--- src/rtl/tac_pkg.sv ---
package tac_pkg;
  typedef enum logic {ARM_HIGH = 1'b0, ARM_LOW = 1'b1} arm_t;

  function automatic logic drive_level(input logic active, input logic pol);
    return active ? pol : ~pol;
  endfunction
endpackage

--- src/rtl/tac_compare.sv ---
module tac_compare
  import tac_pkg::*;
#(
  parameter int WORD_W = 16,
  parameter int FRAC_W = 4
) (
  input  logic [WORD_W-1:0] temp_w,
  input  logic [WORD_W-1:0] high_w,
  input  logic [WORD_W-1:0] low_w,
  input  arm_t              armed,
  output logic              hit
);
  localparam int VAL_W = WORD_W - FRAC_W;

  logic signed [VAL_W-1:0] t_v, h_v, l_v;

  always_comb begin
    t_v = $signed(temp_w[WORD_W-1:FRAC_W]);
    h_v = $signed(high_w[WORD_W-1:FRAC_W]);
    l_v = $signed(low_w[WORD_W-1:FRAC_W]);
    hit = (armed == ARM_LOW) ? (t_v <= l_v) : (t_v >= h_v);
  end
endmodule

--- src/rtl/tac_fault_filter.sv ---
module tac_fault_filter #(
  parameter int CNT_W = 2
) (
  input  logic             clk,
  input  logic             rst_n,
  input  logic             clr,
  input  logic             step,
  input  logic             hit,
  input  logic [CNT_W-1:0] limit,
  output logic             evt,
  output logic [CNT_W-1:0] cnt_o
);
  logic [CNT_W-1:0] cnt_q;

  assign evt   = step && hit && (cnt_q >= limit);
  assign cnt_o = cnt_q;

  always_ff @(posedge clk or negedge rst_n) begin
    if (!rst_n) begin
      cnt_q <= '0;
    end else if (clr) begin
      cnt_q <= '0;
    end else if (step) begin
      if (!hit || evt) cnt_q <= '0;
      else             cnt_q <= cnt_q + 1'b1;
    end
  end
endmodule

--- src/rtl/tac_mode_track.sv ---
module tac_mode_track (
  input  logic clk,
  input  logic rst_n,
  input  logic cfg_im,
  input  logic gcall,
  output logic im_q,
  output logic mode_chg
);
  logic prev_q;

  assign mode_chg = (cfg_im != prev_q) && !gcall;

  always_ff @(posedge clk or negedge rst_n) begin
    if (!rst_n) begin
      prev_q <= 1'b0;
      im_q   <= 1'b0;
    end else begin
      prev_q <= cfg_im;
      if (gcall)         im_q <= 1'b0;
      else if (mode_chg) im_q <= cfg_im;
    end
  end
endmodule

--- src/rtl/tac_alert_state.sv ---
module tac_alert_state (
  input  logic clk,
  input  logic rst_n,
  input  logic im,
  input  logic evt,
  input  logic irq_clr,
  input  logic flush,
  input  logic gcall,
  output logic over_q,
  output logic irq_q
);
  always_ff @(posedge clk or negedge rst_n) begin
    if (!rst_n) begin
      over_q <= 1'b0;
      irq_q  <= 1'b0;
    end else begin
      if (gcall)    over_q <= 1'b0;
      else if (evt) over_q <= ~over_q;

      if (flush || irq_clr) irq_q <= 1'b0;
      else if (evt && im)   irq_q <= 1'b1;
    end
  end
endmodule

--- src/rtl/temp_alert_ctrl.sv ---
module temp_alert_ctrl
  import tac_pkg::*;
#(
  parameter int WORD_W = 16,
  parameter int FRAC_W = 4,
  parameter int CNT_W  = 2
) (
  input  logic              clk,
  input  logic              rst_n,
  input  logic              smp_valid,
  output logic              smp_ready,
  input  logic [WORD_W-1:0] smp_temp,
  input  logic [WORD_W-1:0] thr_high,
  input  logic [WORD_W-1:0] thr_low,
  input  logic              cfg_intr_mode,
  input  logic              cfg_pol,
  input  logic [CNT_W-1:0]  cfg_faults,
  input  logic              rd_pulse,
  input  logic              sleep_pulse,
  input  logic              gcall_rst,
  output logic              alert_pin,
  output logic              alert_stat
);
  logic             im_q, mode_chg, flush, step, hit, evt, irq_clr;
  logic             over_q, irq_q;
  logic [CNT_W-1:0] flt_cnt;
  arm_t             armed;

  assign smp_ready = 1'b1;
  assign flush     = gcall_rst | mode_chg;
  assign step      = smp_valid && !(im_q && irq_q) && !flush;
  assign irq_clr   = im_q && (rd_pulse || sleep_pulse);
  assign armed     = over_q ? ARM_LOW : ARM_HIGH;

  tac_mode_track u_mode (
    .clk(clk), .rst_n(rst_n), .cfg_im(cfg_intr_mode), .gcall(gcall_rst),
    .im_q(im_q), .mode_chg(mode_chg)
  );

  tac_compare #(.WORD_W(WORD_W), .FRAC_W(FRAC_W)) u_cmp (
    .temp_w(smp_temp), .high_w(thr_high), .low_w(thr_low),
    .armed(armed), .hit(hit)
  );

  tac_fault_filter #(.CNT_W(CNT_W)) u_flt (
    .clk(clk), .rst_n(rst_n), .clr(flush), .step(step), .hit(hit),
    .limit(cfg_faults), .evt(evt), .cnt_o(flt_cnt)
  );

  tac_alert_state u_st (
    .clk(clk), .rst_n(rst_n), .im(im_q), .evt(evt), .irq_clr(irq_clr),
    .flush(flush), .gcall(gcall_rst), .over_q(over_q), .irq_q(irq_q)
  );

  assign alert_pin  = drive_level(im_q ? irq_q : over_q, cfg_pol);
  assign alert_stat = drive_level(over_q, cfg_pol);
endmodule

--- config.mk ---
export PLATFORM = sky130hd
export DESIGN_NAME = temp_alert_ctrl
export DESIGN_NICKNAME = d
export VERILOG_FILES = /design/src/rtl/tac_pkg.sv /design/src/rtl/tac_compare.sv /design/src/rtl/tac_fault_filter.sv /design/src/rtl/tac_mode_track.sv /design/src/rtl/tac_alert_state.sv /design/src/rtl/temp_alert_ctrl.sv
export SDC_FILE = /design/constraint.sdc
export NUM_CORES = 1
export LEC_CHECK = 0
export ABC_CLOCK_PERIOD_IN_PS = 2100
export BUFFER_PORTS_ARGS = -buffer_cell sky130_fd_sc_hd__buf_2
export CELL_PAD_IN_SITES_DETAIL_PLACEMENT = 1
export CELL_PAD_IN_SITES_GLOBAL_PLACEMENT = 2
export CORE_MARGIN = 2
export CORE_UTILIZATION = 22
export CTS_CLUSTER_SIZE = 28
export DETAILED_ROUTE_END_ITERATION = 12
export PLACE_DENSITY_LB_ADDON = 0.1
export SLEW_MARGIN = 0
export SYNTH_ARGS = -nofsm -noshare
export SYNTH_HDL_FRONTEND = slang
export SYNTH_HIERARCHICAL = 1
export SYNTH_SLANG_ARGS = --single-unit
--- constraint.sdc ---
create_clock -name clk -period 2.1 [get_ports clk]
set_input_delay 0.105 -clock clk [delete_from_list [all_inputs] [get_ports clk]]
set_output_delay 0.105 -clock clk [all_outputs]
set_load 0.01 [all_outputs]
==> flow_summary_export.csv <==
group,metric,value,unit
grt,grt-ovfl-total,0,
yosys,synth_seq_area_share,14.65,%
critical_path,arrival,2000,ps
clock_network,post-cts-setup-buffer-count,0,
final_layout,diodes,0,
yosys,synth_mux_area_share,2.930,%
yosys,synth_cells,127,
detailed_routing,detail_route.drc_violations,0,
timing,worst_slack,234.1,ps
critical_path,cp.required,2240,ps
power,power,538.1,uW
die,initial_core_util,23.21,%
critical_path,crit_path_end,"u_st/irq_q$_DFFE_PN0P_",
min_path,hp-class,"in -> reg",
clock_network,cts.path.max_buffers,2,
timing,final-setup-viol-count,0,
critical_path,startpoint,"smp_temp[14]",
grt,antenna_found_initial,0,
clock_network,clock_latency,220,ps
clock_network,clkSlewWorstSetupHoldPaths,40,ps
min_path,hp-start,"cfg_intr_mode",
yosys,syn-cell-area,1025,sq um
detailed_routing,drtAntennaViolNets,0,
yosys,ys_types,33,
detailed_routing,vias_per_cell,4.479,
power,ir_drop,0.2276,mV
critical_path,criticalPathCategory,"in -> reg",
timing,fmax,0.5359,GHz
critical_path,critPathLaunchType,"input port",
critical_path,worstRegToRegCells,8,
yosys,synth_area_leaders,"ha_1 32%, dfrtp_1 15%, inv_1 9.9%, a21oi_1 5.9%, xnor2_1 3.4%",
clock_network,htree_levels,1,
critical_path,r2r_start,"u_mode/prev_q$_DFF_PN0_",
detailed_routing,drt_iter0_drc,16,
clock_network,clock-root-buffer,"clkbuf_8",
yosys,synth_common_cells,"27 x inv_1, 26 x ha_1, 12 x a21oi_1, 7 x nand2_1, 7 x nor2_1",
yosys,synthSimpleGateAreaFrac,15.87,%
detailed_routing,wl_per_cell,11.51,um
yosys,synth-edff-count,0,
timing,whs,43.05,ps
yosys,yosysTopAreaCell,"ha_1",
run_status,status,"finished, final reports clean",
die,die_area,5220,sq um
final_layout,area_growth_syn_to_layout,40.78,%
die,io-pin-count,61,
timing,rsz0062_at_grt,"false",
die,rows,24,
placement,io_buffers,47,
yosys,synth_top_flop_cell,"dfrtp_1",
clock_network,cts_sinks,6,
final_layout,drive_above_1_share,35.48,%
critical_path,crit_path_end_kind,"register",
yosys,async_flop_share,100.0,%
yosys,synthesis.nets,211,
power,cellPowerDensity,373.0,nW/um^2
clock_network,numCtsBuffers,3,
detailed_routing,vias,1066,
yosys,yosys.area_share.adder,31.75,%
yosys,synth_top_family_by_area,"adder cells",
grt,grt_first_pass_wirelength,4767,um
yosys,netlist.area_leader.share,31.75,%
yosys,synthMostInstantiatedCell,"inv_1",
clock_network,tritoncts,"done",
grt,grt_max_degree,7,
die,fp.dieH,72.25,um
job,drv_cap,0,
timing,finClkSkew,3.120,ps
timing,final_max_slew_viol_count,0,
critical_path,timing.rr.end,"u_st/irq_q$_DFFE_PN0P_",
die,fp.coreArea,4414,sq um
die,fp.dieW,72.25,um
timing,timing.final.crit_share,88.85,%
power,p_leak,0.0008297,uW
final_layout,nets,272,
timing,finalHoldViolations,0,
placement,place.gp.congestion,0.7429,
detailed_routing,drt_first_pass_iters,2,
yosys,ys.warnings.count,6,
detailed_routing,drt-total-wl,2739,um
critical_path,worst-r2r-setup-slack,270,ps
placement,post-place-ws,-85.45,ps
critical_path,cp_max_fo,3,
yosys,syn-mean-instance-area,8.069,sq um
yosys,synth_xor_area_share,4.274,%
yosys,ys_ff_latch,6,
yosys,synth_compound_area_share,19.54,%
grt,grt_usage,11.18,%
timing,fin_crit,1866,ps
grt,grt_pass1_vias,1134,
placement,hpwl,2502,um
[sequential cells by signal, indices dropped and copies added, names as in the netlist]
register / cells
u_flt/cnt_o: 2
u_mode/im_q: 1
u_mode/prev_q: 1
u_st/irq_q: 1
u_st/over_q: 1
[cell usage in the layout, fill, tap and decap left out, types with 4 or more instances in the layout]
cell type / Yosys / final
buf_4: 1 / 9
nand2_1: 7 / 7
xnor2_1: 4 / 4
a21oi_1: 12 / 12
ha_1: 26 / 26
nor2_1: 7 / 7
dfrtp_1: 6 / 6
buf_2: 0 / 47
inv_1: 27 / 27
a21o_1: 4 / 4
nand4_1: 5 / 5
[kinds of logic after synthesis]
| family | Yosys count |
|---|---|
| other cells | 1 |
| fa+ha+maj | 26 |
| buf+inv | 28 |
| compound gates | 28 |
| flops | 6 |
| simple gates | 30 |
| mux | 3 |
| xor+xnor | 5 |
[worst max-delay path, stage by stage]
cell and delay [ps]:
buf_2 110, ha_1 320, nand4_1 140, nor2_1 80, a21boi_2 160, a2111oi_2 310, xnor2_1 140, a2bb2oi_2 160
nand2_1 80, nor2_1 170, a21oi_1 100, nor3_1 140
[through the flow]
stage / cell area, sq um / cells / TNS [ps] / utilization (%)
6_report: 1443 / 238 / 0 / 32.68
5_1_grt: 1443 / 238 / 0 / 32.68
3_3_place_gp: 1385 / 234 / -182.2 / 31.38
4_1_cts: 1436 / 238 / 0 / 32.54
2_1_floorplan: 1025 / 127 / 0 / -
3_5_place_dp: 1385 / 234 / -158.5 / 31.38
[layer usage]
| metal | track usage [%] | part of all wire (%) | vias to the layer above |
|---|---|---|---|
| li1 | - | - | 556 |
| met1 | 14.37 | 45 | 484 |
| met2 | 19.88 | 50 | 26 |
| met3 | 0.9722 | 4.8 | 0 |
| met4 | 3.145 | 0 | 0 |
| met5 | 0 | 0 | - |
[worst min path at each step]
stage / end / cells after the start
floorplan: u_flt/cnt_o[0]$_DFFE_PN0P_ / 0
global placement: u_mode/im_q$_DFFE_PN0P_ / 1
detailed placement: u_mode/im_q$_DFFE_PN0P_ / 1
CTS: u_mode/prev_q$_DFF_PN0_ / 1
global route: u_mode/prev_q$_DFF_PN0_ / 1
finish: u_mode/prev_q$_DFF_PN0_ / 1
[report_power, final]
group	internal [uW]	switching [uW]	leakage, uW	total (uW)
clock	123	51.6	0.0000216	175
sequential	120	5.53	0.0000805	126
combinational	126	111	0.000728	237
[timing repair]
| action | in CTS | in global routing |
|---|---|---|
| hold buffers | 1 | 0 |
| gates resized for setup | 0 | 1 |
| setup endpoints to repair | 0 | 2 |
| endpoints found under the hold margin | 6 | 0 |
[layout make-up]
type	instances	area [sq um]
fillers	554	2972
multi-input cells	93	772.0
repair buffers	57	312.8
inverters	27	101.3
well taps	52	65.06
flip-flops and latches	6	150.1
clock buffers	3	41.29
Power figures use the tool's default switching activity.
